## config.mk

```make
export PLATFORM = sky130hd
export DESIGN_NAME = par_reduce
export DESIGN_NICKNAME = d
export VERILOG_FILES = /design/src/rtl/par_reduce_pkg.sv /design/src/rtl/reduce_node.sv /design/src/rtl/reduce_pad.sv /design/src/rtl/par_reduce.sv
export SDC_FILE = /design/constraint.sdc
export NUM_CORES = 1
export LEC_CHECK = 0
export BUFFER_PORTS_ARGS = -buffer_cell sky130_fd_sc_hd__buf_2
export CAP_MARGIN = 30
export CORE_AREA = 2 2 72 74
export DETAILED_ROUTE_END_ITERATION = 10
export DIE_AREA = 0 0 74 76
export GPL_ROUTABILITY_DRIVEN = 1
export MAX_ROUTING_LAYER = met4
export PLACE_DENSITY = 0.94
export SYNTH_ARGS = -nofsm -noshare
export SYNTH_HDL_FRONTEND = slang
export SYNTH_SLANG_ARGS = --single-unit
```

## constraint.sdc

```tcl
create_clock -name vclk -period 10.73
set_input_delay 1.073 -clock vclk [all_inputs]
set_output_delay 1.073 -clock vclk [all_outputs]
set_load 0.05 [all_outputs]
```

## src/rtl/par_reduce_pkg.sv

```systemverilog
package par_reduce_pkg;
    typedef enum logic [2:0] {
        OP_ADD = 3'd0,
        OP_MAX = 3'd1,
        OP_AND = 3'd2,
        OP_OR  = 3'd3,
        OP_XOR = 3'd4
    } op_e;
endpackage

```

## src/rtl/reduce_node.sv

```systemverilog
module reduce_node #(
    parameter int W = 8,
    parameter par_reduce_pkg::op_e OP = par_reduce_pkg::OP_ADD
) (
    input  logic [W-1:0] a_i,
    input  logic [W-1:0] b_i,
    output logic [W-1:0] y_o
);
    import par_reduce_pkg::*;

    // one operator variant is elaborated per parameter value
    generate
        if (OP == OP_ADD) begin : g_add
            assign y_o = a_i + b_i;
        end else if (OP == OP_MAX) begin : g_max
            assign y_o = (a_i > b_i) ? a_i : b_i;
        end else if (OP == OP_AND) begin : g_and
            assign y_o = a_i & b_i;
        end else if (OP == OP_OR) begin : g_or
            assign y_o = a_i | b_i;
        end else begin : g_xor
            assign y_o = a_i ^ b_i;
        end
    endgenerate
endmodule

```

## src/rtl/reduce_pad.sv

```systemverilog
module reduce_pad #(
    parameter int W      = 8,
    parameter int N      = 13,
    parameter int LEAVES = 16
) (
    input  logic [N*W-1:0]      data_i,
    input  logic [W-1:0]        ident_i,
    output logic [LEAVES*W-1:0] leaves_o
);
    // real elements fill the low leaves, the identity fills the rest
    always_comb begin
        for (int k = 0; k < LEAVES; k++) begin
            leaves_o[k*W +: W] = (k < N) ? data_i[((k < N) ? k : 0)*W +: W] : ident_i;
        end
    end
endmodule

```

## src/rtl/par_reduce.sv

```systemverilog
module par_reduce #(
    parameter int W = 8,
    parameter int N = 13,
    parameter par_reduce_pkg::op_e OP = par_reduce_pkg::OP_ADD
) (
    input  logic [N*W-1:0] data_i,
    input  logic [W-1:0]   ident_i,
    output logic [W-1:0]   result_o
);
    localparam int DEPTH  = (N > 1) ? $clog2(N) : 0;
    localparam int LEAVES = 1 << DEPTH;

    logic [LEAVES*W-1:0] leaves;

    reduce_pad #(.W(W), .N(N), .LEAVES(LEAVES)) u_pad (
        .data_i   (data_i),
        .ident_i  (ident_i),
        .leaves_o (leaves)
    );

    // level d holds 2^d values; level DEPTH is the leaves, level 0 the root
    generate
        for (genvar d = 0; d <= DEPTH; d++) begin : g_lvl
            logic [(1<<d)*W-1:0] v;
            if (d == DEPTH) begin : g_leaf
                assign v = leaves;
            end else begin : g_inner
                for (genvar j = 0; j < (1 << d); j++) begin : g_node
                    reduce_node #(.W(W), .OP(OP)) u_node (
                        .a_i (g_lvl[d+1].v[(2*j)*W +: W]),
                        .b_i (g_lvl[d+1].v[(2*j+1)*W +: W]),
                        .y_o (v[j*W +: W])
                    );
                end
            end
        end
    endgenerate

    assign result_o = g_lvl[0].v;
endmodule

```

======== After elaboration in Yosys (flattened, before gate mapping) ========
Index checks and enable logic that the tools add are counted.
operators by class
  add/sub/neg operators ................... 15
  multiply operators ...................... 0
  div/mod/pow operators ................... 0
  magnitude comparators ................... 0
  equal/unequal tests ..................... 0
  shift-type cells ........................ 0
  mux-type cells .......................... 0
  bitwise logic cells ..................... 0
  reduce and logical (&&, ||, !) cells .... 0
operator list
  operator     count
  adder 8 bit  15
storage, ports and cells
  bits in registers ....................... 0
  bits in latches ......................... 0
  memory bits (writable) .................. 0
  memory bits (read-only) ................. 0
  input port bits ......................... 112
  output and inout bits ................... 8
  word-level logic and storage cells ...... 15
  memories ................................ 0

======== Longest topological paths before layout ========
  depth in word-level cells ............... 4
  depth in mapped cells ................... 18
  gate-level depth less buffers ........... 18

======== By module ========
Synthesis repeated with hierarchy kept, for this count alone.
second synthesis, totals
  cell total of the unflattened synthesis .. 757
  area total of the unflattened synthesis .. 5898.2 um^2
modules (own cells, without submodules)
  module                                                times used  cells each  area each (um^2)  sequential area each (um^2)
  reduce_node at g_lvl[0].g_inner.g_node[0].u_node ...  12          42          331.6             0.0
  reduce_pad                                            1           128         960.9             0.0
  reduce_node at g_lvl[3].g_inner.g_node[6].u_node ...  2           41          310.3             0.0
  reduce_node at g_lvl[2].g_inner.g_node[3].u_node      1           43          337.8             0.0

======== Worst setup path before layout ========
Ideal clock, no wire load.
  path kind ............................... input port to output port
  start point ............................. in data_i[98]
  end point ............................... out result_o[6]
  arrival time ............................ 5624 ps
  required time ........................... 9657 ps
  path slack .............................. 4033 ps
  stages .................................. 16
  path buffers ............................ 0
  path through ............................ inv_1 -> fa_1 -> fa_1 -> inv_1 -> fa_1 -> fa_1 -> inv_1 -> fa_1 -> inv_1 -> fa_1 -> ha_1 -> fa_1 -> a21oi_1 -> nor2_1 -> nor2_1 -> xnor2_1
between the ends
  word-level cells in the longest chain between the ends .. 4
ends and longest elaborated chain
  element                    line               RTL
  start, declared            par_reduce.sv:6    input logic [N*W-1:0] data_i,
  adder 8 bit (4 in series)  reduce_node.sv:14  assign y_o = a_i + b_i;
  end, declared              par_reduce.sv:8    output logic [W-1:0] result_o
No other way between the ends.

======== Worst setup path after layout ========
  start point ............................. in ident_i[1]
  end point ............................... out result_o[6]
between the ends
  word-level cells in the longest chain between the ends .. 4
  elaborated cells on any way between the ends .. 5
  classes of those cells .................. add/sub: 5
ends and longest elaborated chain
  element                        line               RTL
  start, declared                par_reduce.sv:7    input logic [W-1:0] ident_i,
  adder 8 bit                    reduce_node.sv:14
  adder 8 bit (*) (3 in series)  reduce_node.sv:14
Every way passes the cells marked *; elsewhere a longest branch is shown, timed or not.

==> flow_summary.toml <==
[outcome]
status = "completed"

[clocking]
post_cts_buffers = 0
cts-resized-gates = 0
cts_hold_buffers = 0

[drt]
post-route-drc-count = 0
wl_per_cell_um = 11.2
via_per_inst = 4.33
drt-initial-drc-count = 12
wl_um = 4800
ant_nets = 0
vias = 1857
drt_first_pass_iters = 2

[logic_synthesis]
yosys.area.top_type_share_pct = 64.4
synth_warnings = 0
synth_area_leader_cell = "fa_1"
synth_area_um2 = 2490
syn_area_per_cell_um2 = 10.4
synth.area.top_cells = "fa_1, inv_1, xnor2_1, ha_1, xor2_1"
ys_seq_area_share_pct = 0
synth_common_cells = "inv_1, fa_1, xnor2_1, ha_1"
synthDistinctLibCells = 10
syn_nets = 444
synth_cells = 239
yosysMostFrequentCell = "inv_1"

[final_layout]
nFillCells = 382
area_delta_synth_final_pct = 27.7
clock_buffers = 0
drive_gt1_share_pct = 33.4
multi_input_area_um2 = 2080
final_area_um2 = 3180
antenna_cells = 0
fin_nets = 566
seq_cell_count = 0
fin_util_pct = 64.6
seq_area_um2 = 0

[global_routing]
grt_max_degree = 4
grt_pass1_vias = 2310
grt_pass1_wl_um = 8650
grt_use_total_pct = 19.8
grt_antenna_before_repair = 0
grt-ovfl-total = 0

[worst_setup_path]
critical-path-top-delay-family = "adder cells"
slowest_stage = "fa_1"
start_kind = "input pin"
crit_arrival_ns = 5.83
critPathBufInv = 6
crit_fanout = 2
slowest_delay_ns = 0.56
crit_top_cell = "fa_1"
setup.worst_path.class = "in2out"
cp_cell_sequence = "buf_2 -> inv_1 -> fa_1 -> fa_1 -> inv_1 -> fa_1 -> fa_1 -> inv_1 -> fa_1 -> inv_1 -> fa_1 -> ha_1 -> fa_1 -> a21oi_1 -> nor2_1 -> nor2_1 -> xnor2_1 -> buf_2"
cp-end-kind = "primary output"
crit_start = "ident_i[1]"
cp.required_ns = 9.66

[die]
die_h_um = 76
start_util_pct = 50.6
rows = 26
die_area_um2 = 5620
ios = 120
die_w_um = 74
core_area_um2 = 4910

[timing]
relSlewSlack_pct = 79.7
hold_viol_final = 0
hold_slack_ns = 2.75
fin_crit_ns = 6.91
slew_violations = 0
worst_pin_slew_ns = 0.303
fin_tns_setup_ns = 0
finalCritPeriodShare_pct = 64.4
finalSetupViolCount = 0
fmax_mhz = 145
rsz0062_at_grt = "no"

[placement]
placed_area_um2 = 3180
place.gp.congestion = 0.780
dpl.hpwl_um = 4890
port_buffers = 120

[worst_hold_path]
min-delay-start = "data_i[96]"
hold_class = "in2out"

[flow_run]
cap_violations = 0
-- placed cells by master, fill, tap and decap left out --
cell type	n
a21o_1	1
a21oi_1	3
buf_2	120
fa_1	80
ha_1	13
inv_1	109
nor2_1	2
o21bai_1	1
xnor2_1	26
xnor3_1	1
xor2_1	3
-- layout make-up --
cell class | instances | share of cell area [%]
Tap cell | 70 | 2.76
Timing Repair Buffer | 120 | 18.9
Multi-Input combinational cell | 130 | 65.4
Inverter | 109 | 12.9
-- tightest hold or removal path, stage by stage --
cell and delay [ns]:
buf_2 0.08, ha_1 0.14, ha_1 0.13, buf_2 0.25
-- path summary, 6_finish.rpt --
path,endpoint,slack [ns],cells past startpoint
worst max-delay path,result_o[6],3.82,18
worst min-delay path,result_o[1],2.75,4
-- stage by stage --
| stage | instances | setup slack (ns) |
|---|---|---|
| floorplan | 239 | 4.03 |
| global placement | 429 | 3.93 |
| detailed placement | 429 | 3.80 |
| CTS | 429 | 3.78 |
| global route | 429 | 3.59 |
| finish | 429 | 3.82 |
-- cell families (layout without fill, tap and decap cells) --
| family | count (synthesis) | after routing | share of synthesized area, % |
|---|---|---|---|
| buffers and inverters | 109 | 229 | 16.4 |
| XOR/XNOR | 30 | 30 | 11.1 |
| adder cells (fa/ha/maj) | 93 | 93 | 70.9 |
| AND/OR/NAND/NOR | 2 | 2 | 0.302 |
| AO/OA/AOI/OAI | 5 | 5 | 1.21 |
-- metal layers --
layer,global-route usage (%),routed length [um]
met2,40.4,2920
met1,20.5,1460
met3,0.794,325
met5,-,0
met4,2.55,87
Power is not shown: default switching activity piles up to over one toggle a cycle in this logic, so the estimate is an artifact.
